<file path="src/rtl/ecd_pkg.sv">
// Package: shared types and helpers for the erased codeword detector.
// Assumes byte-wide data; counts fit in eight bits after saturation.
package ecd_pkg;

    typedef enum logic {
        ECD_RS  = 1'b0,
        ECD_BCH = 1'b1
    } ecd_mode_e;

    localparam logic [7:0] ERASED_BYTE = 8'hFF;
    localparam logic [7:0] RS_MARK     = 8'h54;

    // Number of zero bits in one byte.
    function automatic logic [3:0] zeros_in(input logic [7:0] b);
        logic [3:0] n;
        n = 4'd0;
        for (int k = 0; k < 8; k++) begin
            n = n + {3'd0, ~b[k]};
        end
        return n;
    endfunction

    // Add a small value to a count, saturating at 255.
    function automatic logic [7:0] sat_add8(input logic [7:0] a, input logic [4:0] b);
        logic [8:0] s;
        s = {1'b0, a} + {4'd0, b};
        return s[8] ? 8'hFF : s[7:0];
    endfunction

endpackage

</file>
<file path="src/rtl/ecd_zero_tally.sv">
// Module: ecd_zero_tally
// Counts zero bits over the protected data and the usable spare window, with
// saturation at 255. Marker bytes are held aside until the end, so that a
// valid Reed-Solomon marker pair can be left out of the count. The final
// count is combinational while the last byte is taken. Assumes both markers
// lie in the data region.
module ecd_zero_tally #(
    parameter int DATA_LEN  = 512,
    parameter int SPARE_OFS = 513,
    parameter int SPARE_LEN = 4,
    parameter int MARK_A    = 3,
    parameter int MARK_B    = 175,
    parameter int IW        = 10
) (
    input  logic          clk,
    input  logic          rst_n,
    input  logic          take,
    input  logic [IW-1:0] idx,
    input  logic [7:0]    data,
    input  logic          last,
    input  logic          skip_marks,
    output logic [7:0]    fin_count
);
    import ecd_pkg::*;

    localparam logic [IW-1:0] DATA_END = IW'(DATA_LEN);
    localparam logic [IW-1:0] MA_IDX   = IW'(MARK_A);
    localparam logic [IW-1:0] MB_IDX   = IW'(MARK_B);

    logic [7:0] body_q, body_n;
    logic [3:0] mza_q, mzb_q, mza_n, mzb_n;
    logic [3:0] zc;
    logic       in_spare, counted, is_mark;

    // Spare window decode, present only when the window is non-empty.
    generate
        if (SPARE_LEN > 0) begin : g_spare
            localparam logic [IW-1:0] SP_LO = IW'(SPARE_OFS);
            localparam logic [IW-1:0] SP_HI = IW'(SPARE_OFS + SPARE_LEN);
            assign in_spare = (idx >= SP_LO) && (idx < SP_HI);
        end else begin : g_nospare
            assign in_spare = 1'b0;
        end
    endgenerate

    assign zc      = zeros_in(data);
    assign counted = (idx < DATA_END) || in_spare;
    assign is_mark = (idx == MA_IDX) || (idx == MB_IDX);

    // Next running count and marker zero counts.
    always_comb begin
        body_n = body_q;
        if (take && counted && !is_mark) begin
            body_n = sat_add8(body_q, {1'b0, zc});
        end
        mza_n = (take && idx == MA_IDX) ? zc : mza_q;
        mzb_n = (take && idx == MB_IDX) ? zc : mzb_q;
    end

    // Final count, with marker zeros added unless the marker pair is valid.
    assign fin_count = skip_marks ? body_n :
                       sat_add8(body_n, {1'b0, mza_n} + {1'b0, mzb_n});

    // Running state, cleared when a codeword ends.
    always_ff @(posedge clk) begin
        if (!rst_n) begin
            body_q <= 8'd0;
            mza_q  <= 4'd0;
            mzb_q  <= 4'd0;
        end else if (take) begin
            body_q <= last ? 8'd0 : body_n;
            mza_q  <= mza_n;
            mzb_q  <= mzb_n;
        end
    end

    // Within a codeword the count can only grow.
    assert_count_grows_R4: assert property (@(posedge clk) disable iff (!rst_n)
        take && !last |=> body_q >= $past(body_q));

    // A byte with no zeros leaves the running count unchanged.
    assert_ones_add_nothing_R4: assert property (@(posedge clk) disable iff (!rst_n)
        take && !last && data == 8'hFF |=> body_q == $past(body_q));

endmodule

</file>
<file path="config.mk">
export PLATFORM = sky130hd
export DESIGN_NAME = ecd_zero_tally
export DESIGN_NICKNAME = d
export VERILOG_FILES = /design/src/rtl/ecd_pkg.sv /design/src/rtl/ecd_zero_tally.sv
export SDC_FILE = /design/constraint.sdc
export NUM_CORES = 1
export LEC_CHECK = 0
export BUFFER_PORTS_ARGS = -buffer_cell sky130_fd_sc_hd__buf_2
export CAP_MARGIN = 20
export CELL_PAD_IN_SITES_DETAIL_PLACEMENT = 1
export CELL_PAD_IN_SITES_GLOBAL_PLACEMENT = 2
export CORE_UTILIZATION = 31
export CTS_BUF_LIST = sky130_fd_sc_hd__clkbuf_8 sky130_fd_sc_hd__clkbuf_16
export DETAILED_ROUTE_END_ITERATION = 7
export GPL_ROUTABILITY_DRIVEN = 1
export PLACE_DENSITY = 0.82
export SETUP_SLACK_MARGIN = 0.1
export SYNTH_ARGS = -nofsm -noshare
export SYNTH_HDL_FRONTEND = slang
export SYNTH_SLANG_ARGS = --single-unit
</file>
<file path="constraint.sdc">
create_clock -name clk -period 6.14 [get_ports clk]
set_input_delay 0.614 -clock clk [delete_from_list [all_inputs] [get_ports clk]]
set_output_delay 0.614 -clock clk [all_outputs]
set_load 0.02 [all_outputs]
</file>
==> flow_summary.ini <==
[placement]
place_congestion = 0.7620
dp.final_hpwl_mm = 3.302
dp.cells = 288
pre_cts_ws_ns = -0.3913
io_buffers = 30

[timing]
maxSlewViolCount = 0
max_slew_margin = 0.6998
finalWorstSetupSlack_ns = -0.2061
fin_crit_sh = 1.034
timing.fmax_ghz = 0.1576
setup-tns-final_ns = -1.376
rsz0062_at_grt = true
finalCriticalPeriod_ns = 6.346
skew_ns = 0.00007636
hold_viol = 0
finalSetupViolCount = 8
worst_pin_slew_ns = 0.4416

[floorplanning]
die_y_um = 74.47
die_w_um = 74.47
coreArea_um2 = 5075
die-area_um2 = 5545
pin_count = 31
fp-row-count = 26
start_util = 0.3208

[critical_path]
required_ns = 5.53
crit_fanout = 4
startpoint = data[0]
rrSetupSlack_ns = 3.84
cp-end-kind = primary output
start_kind = primary input
worstPathArrival_ns = 5.73
cp-endpoint = fin_count[5]
path_class = primary input to primary output
reg2reg_to = body_q[6]
r2r-start = body_q[0]
r2r_cells = 9

[global_route]
gr-total-overflow = 0
grt_pass1_vias = 1513
antenna_found_initial = 0
grt_first_pass_wirelength_mm = 7.093
grt_max_degree = 17
track_usage = 0.1705

[synth]
ys_dominant_reg_cell = dfxtp_1
yosys.area_share.adder = 0.2075
ys_seq_elements = 16
synth.top_cell.area_share = 0.1968
synth_top_family_by_area = simple AND/OR/NAND/NOR gates
synth_xor_area_frac = 0.02690
synth_compound_area_frac = 0.1499
yosys-top-cells-area = dfxtp_1 (20%), fa_1 (12%), ha_1 (8.5%)
yosysSeqAreaShare = 0.1968
avgSynthCellArea_um2 = 9.355
syn_area_um2 = 1628
netlist_instances = 174
synth_edf_count = 0
mappedNetlistNets = 218
synth_top_area_cell = dfxtp_1
ys_types = 46
yosys-mux-area-fraction = 0.1222
yosysWarningCount = 0
synthArstFlopShare = 0
yosys.area_share.simple = 0.2421

[detailed_routing]
route.detailed.drc = 0
wirelength_mm = 4.217
wl_per_cell_um = 14.29
drt-pass1-iter-count = 4
num_vias = 1472
dr.first_iter.drc_count = 54
ant_nets = 0
routed_via_density = 4.990

[pwr]
ir_worst_vdd_mv = 0.08936
p_per_area_nw_per_um2 = 165.5
power.leakage_nw = 1.080

[cells_and_area]
finalNonFillerCells = 295
nNetsFinal = 271
antenna_cells = 0
area_delta_synth_final_pct = 38.89
drive_gt1_frac = 0.4400

[clock_network]
htreeDepth = 1
path_clk_slew_ns = 0.06
cts_made_buffers = 3
clk_latency_ns = 0.25
cts_tree = yes
cts_sinks = 16
clockRootBuffer = clkbuf_8
clockBufferDepth = 2

[min_path]
hold_class = flip-flop to flip-flop

[outcome]
violations = negative setup slack
outcome = complete, but fails checks

[flow_run]
maxCapViolCount = 0
[cell type report]
cell class              instances  area (um2)
well taps                      70       87.58
fillers                       592        2814
repair buffers                 52       371.6
clock buffers                   3       41.29
flip-flops and latches         16       320.3
multi-input cells             135        1361
inverters                      19       78.83
[through the flow]
step	instance area, um2	hold slack [ns]	total power, mW	utilization
2_1_floorplan	1703	0.5029	0.2005	-
3_3_place_gp	2058	0.5270	0.2672	0.4056
3_5_place_dp	2058	0.5570	0.2703	0.4056
4_1_cts	2233	0.5724	0.3744	0.4401
5_1_grt	2261	0.6126	0.4015	0.4455
6_report	2261	0.5567	0.3742	0.4455
[state kept, by name, summed over array words and instances (netlist names)]
signal  flops
body_q      8
mza_q       4
mzb_q       4
[per-layer routing]
metal | global-route usage | vias to the layer above | wire, um
met5 | 0 | - | 0
met4 | 0.06499 | 0 | 75
met3 | 0.01491 | 7 | 139
met2 | 0.2973 | 28 | 2099
met1 | 0.2175 | 723 | 1903
li1 | - | 714 | -
[worst min path at each step]
stage	start	end	slack, ns	cells after the start
CTS	mza_q[2]	mza_q[2]	0.57	2
detailed placement	mzb_q[2]	mzb_q[2]	0.56	2
floorplan	mza_q[2]	mza_q[2]	0.50	2
finish	mza_q[2]	mza_q[2]	0.56	2
global route	mzb_q[3]	mzb_q[3]	0.61	2
global placement	mzb_q[1]	mzb_q[1]	0.53	2
[cell families after synthesis]
| logic type | count (synthesis) |
|---|---|
| compound gates | 32 |
| xor+xnor | 5 |
| fa+ha+maj | 21 |
| buf+inv | 23 |
| flops | 16 |
| mux | 16 |
| simple gates | 61 |
[cell usage in the layout, fill, tap and decap left out, types with 5 or more instances in the layout]
| cell | instances |
|---|---|
| and2_1 | 10 |
| buf_2 | 21 |
| buf_4 | 22 |
| buf_6 | 9 |
| dfxtp_1 | 16 |
| fa_1 | 6 |
| ha_1 | 7 |
| inv_1 | 14 |
| mux2i_1 | 7 |
| mux2i_2 | 5 |
| nand2_1 | 6 |
| nor2_1 | 5 |
| nor2b_1 | 13 |
[cells in the mapped netlist (2+ instances only)]
master	count
and2_1	10
mux2i_4	2
a21oi_1	7
ha_1	11
dfxtp_1	16
a22o_1	3
nand2_1	6
a21o_1	3
fa_1	10
or2_1	2
clkbuf_1	2
inv_1	19
mux2i_2	3
nor2_1	5
and3_1	3
nand2b_1	4
nor3_1	2
a211o_1	2
mux2i_1	9
xor2_1	4
and4_1	2
nor2b_1	15
mux2_2	2
nand3_1	3
nand4_1	2
a31oi_1	4
buf_2	2
o2bb2ai_1	3
[worst max-delay path, stage by stage]
cell	delay (ns)
buf_6	0.07
inv_2	0.03
fa_1	0.50
fa_1	0.53
fa_1	0.41
ha_2	0.19
fa_2	0.57
buf_6	0.11
fa_2	0.22
nand3_2	0.10
a21bo_4	0.24
nand2b_1	0.08
mux2i_2	0.09
fa_1	0.54
inv_2	0.05
ha_4	0.16
fa_2	0.38
a21o_1	0.17
a21oi_2	0.16
nor2_1	0.07
xor2_1	0.23
nand2b_4	0.07
buf_6	0.13
[timing repair]
action	in CTS	in global routing
setup buffers	4	0
setup endpoints to repair	8	8
hold buffers	0	0
resized for setup	25	8
hold endpoints to repair	0	0
pin swaps	14	4
[report_power, final]
group	switching (mW)	internal (mW)	leakage (nW)
Clock	0.0344	0.0435	0.0216
Sequential	0.00139	0.105	0.129
Combinational	0.0876	0.103	0.930
Power figures use the tool's default switching activity.
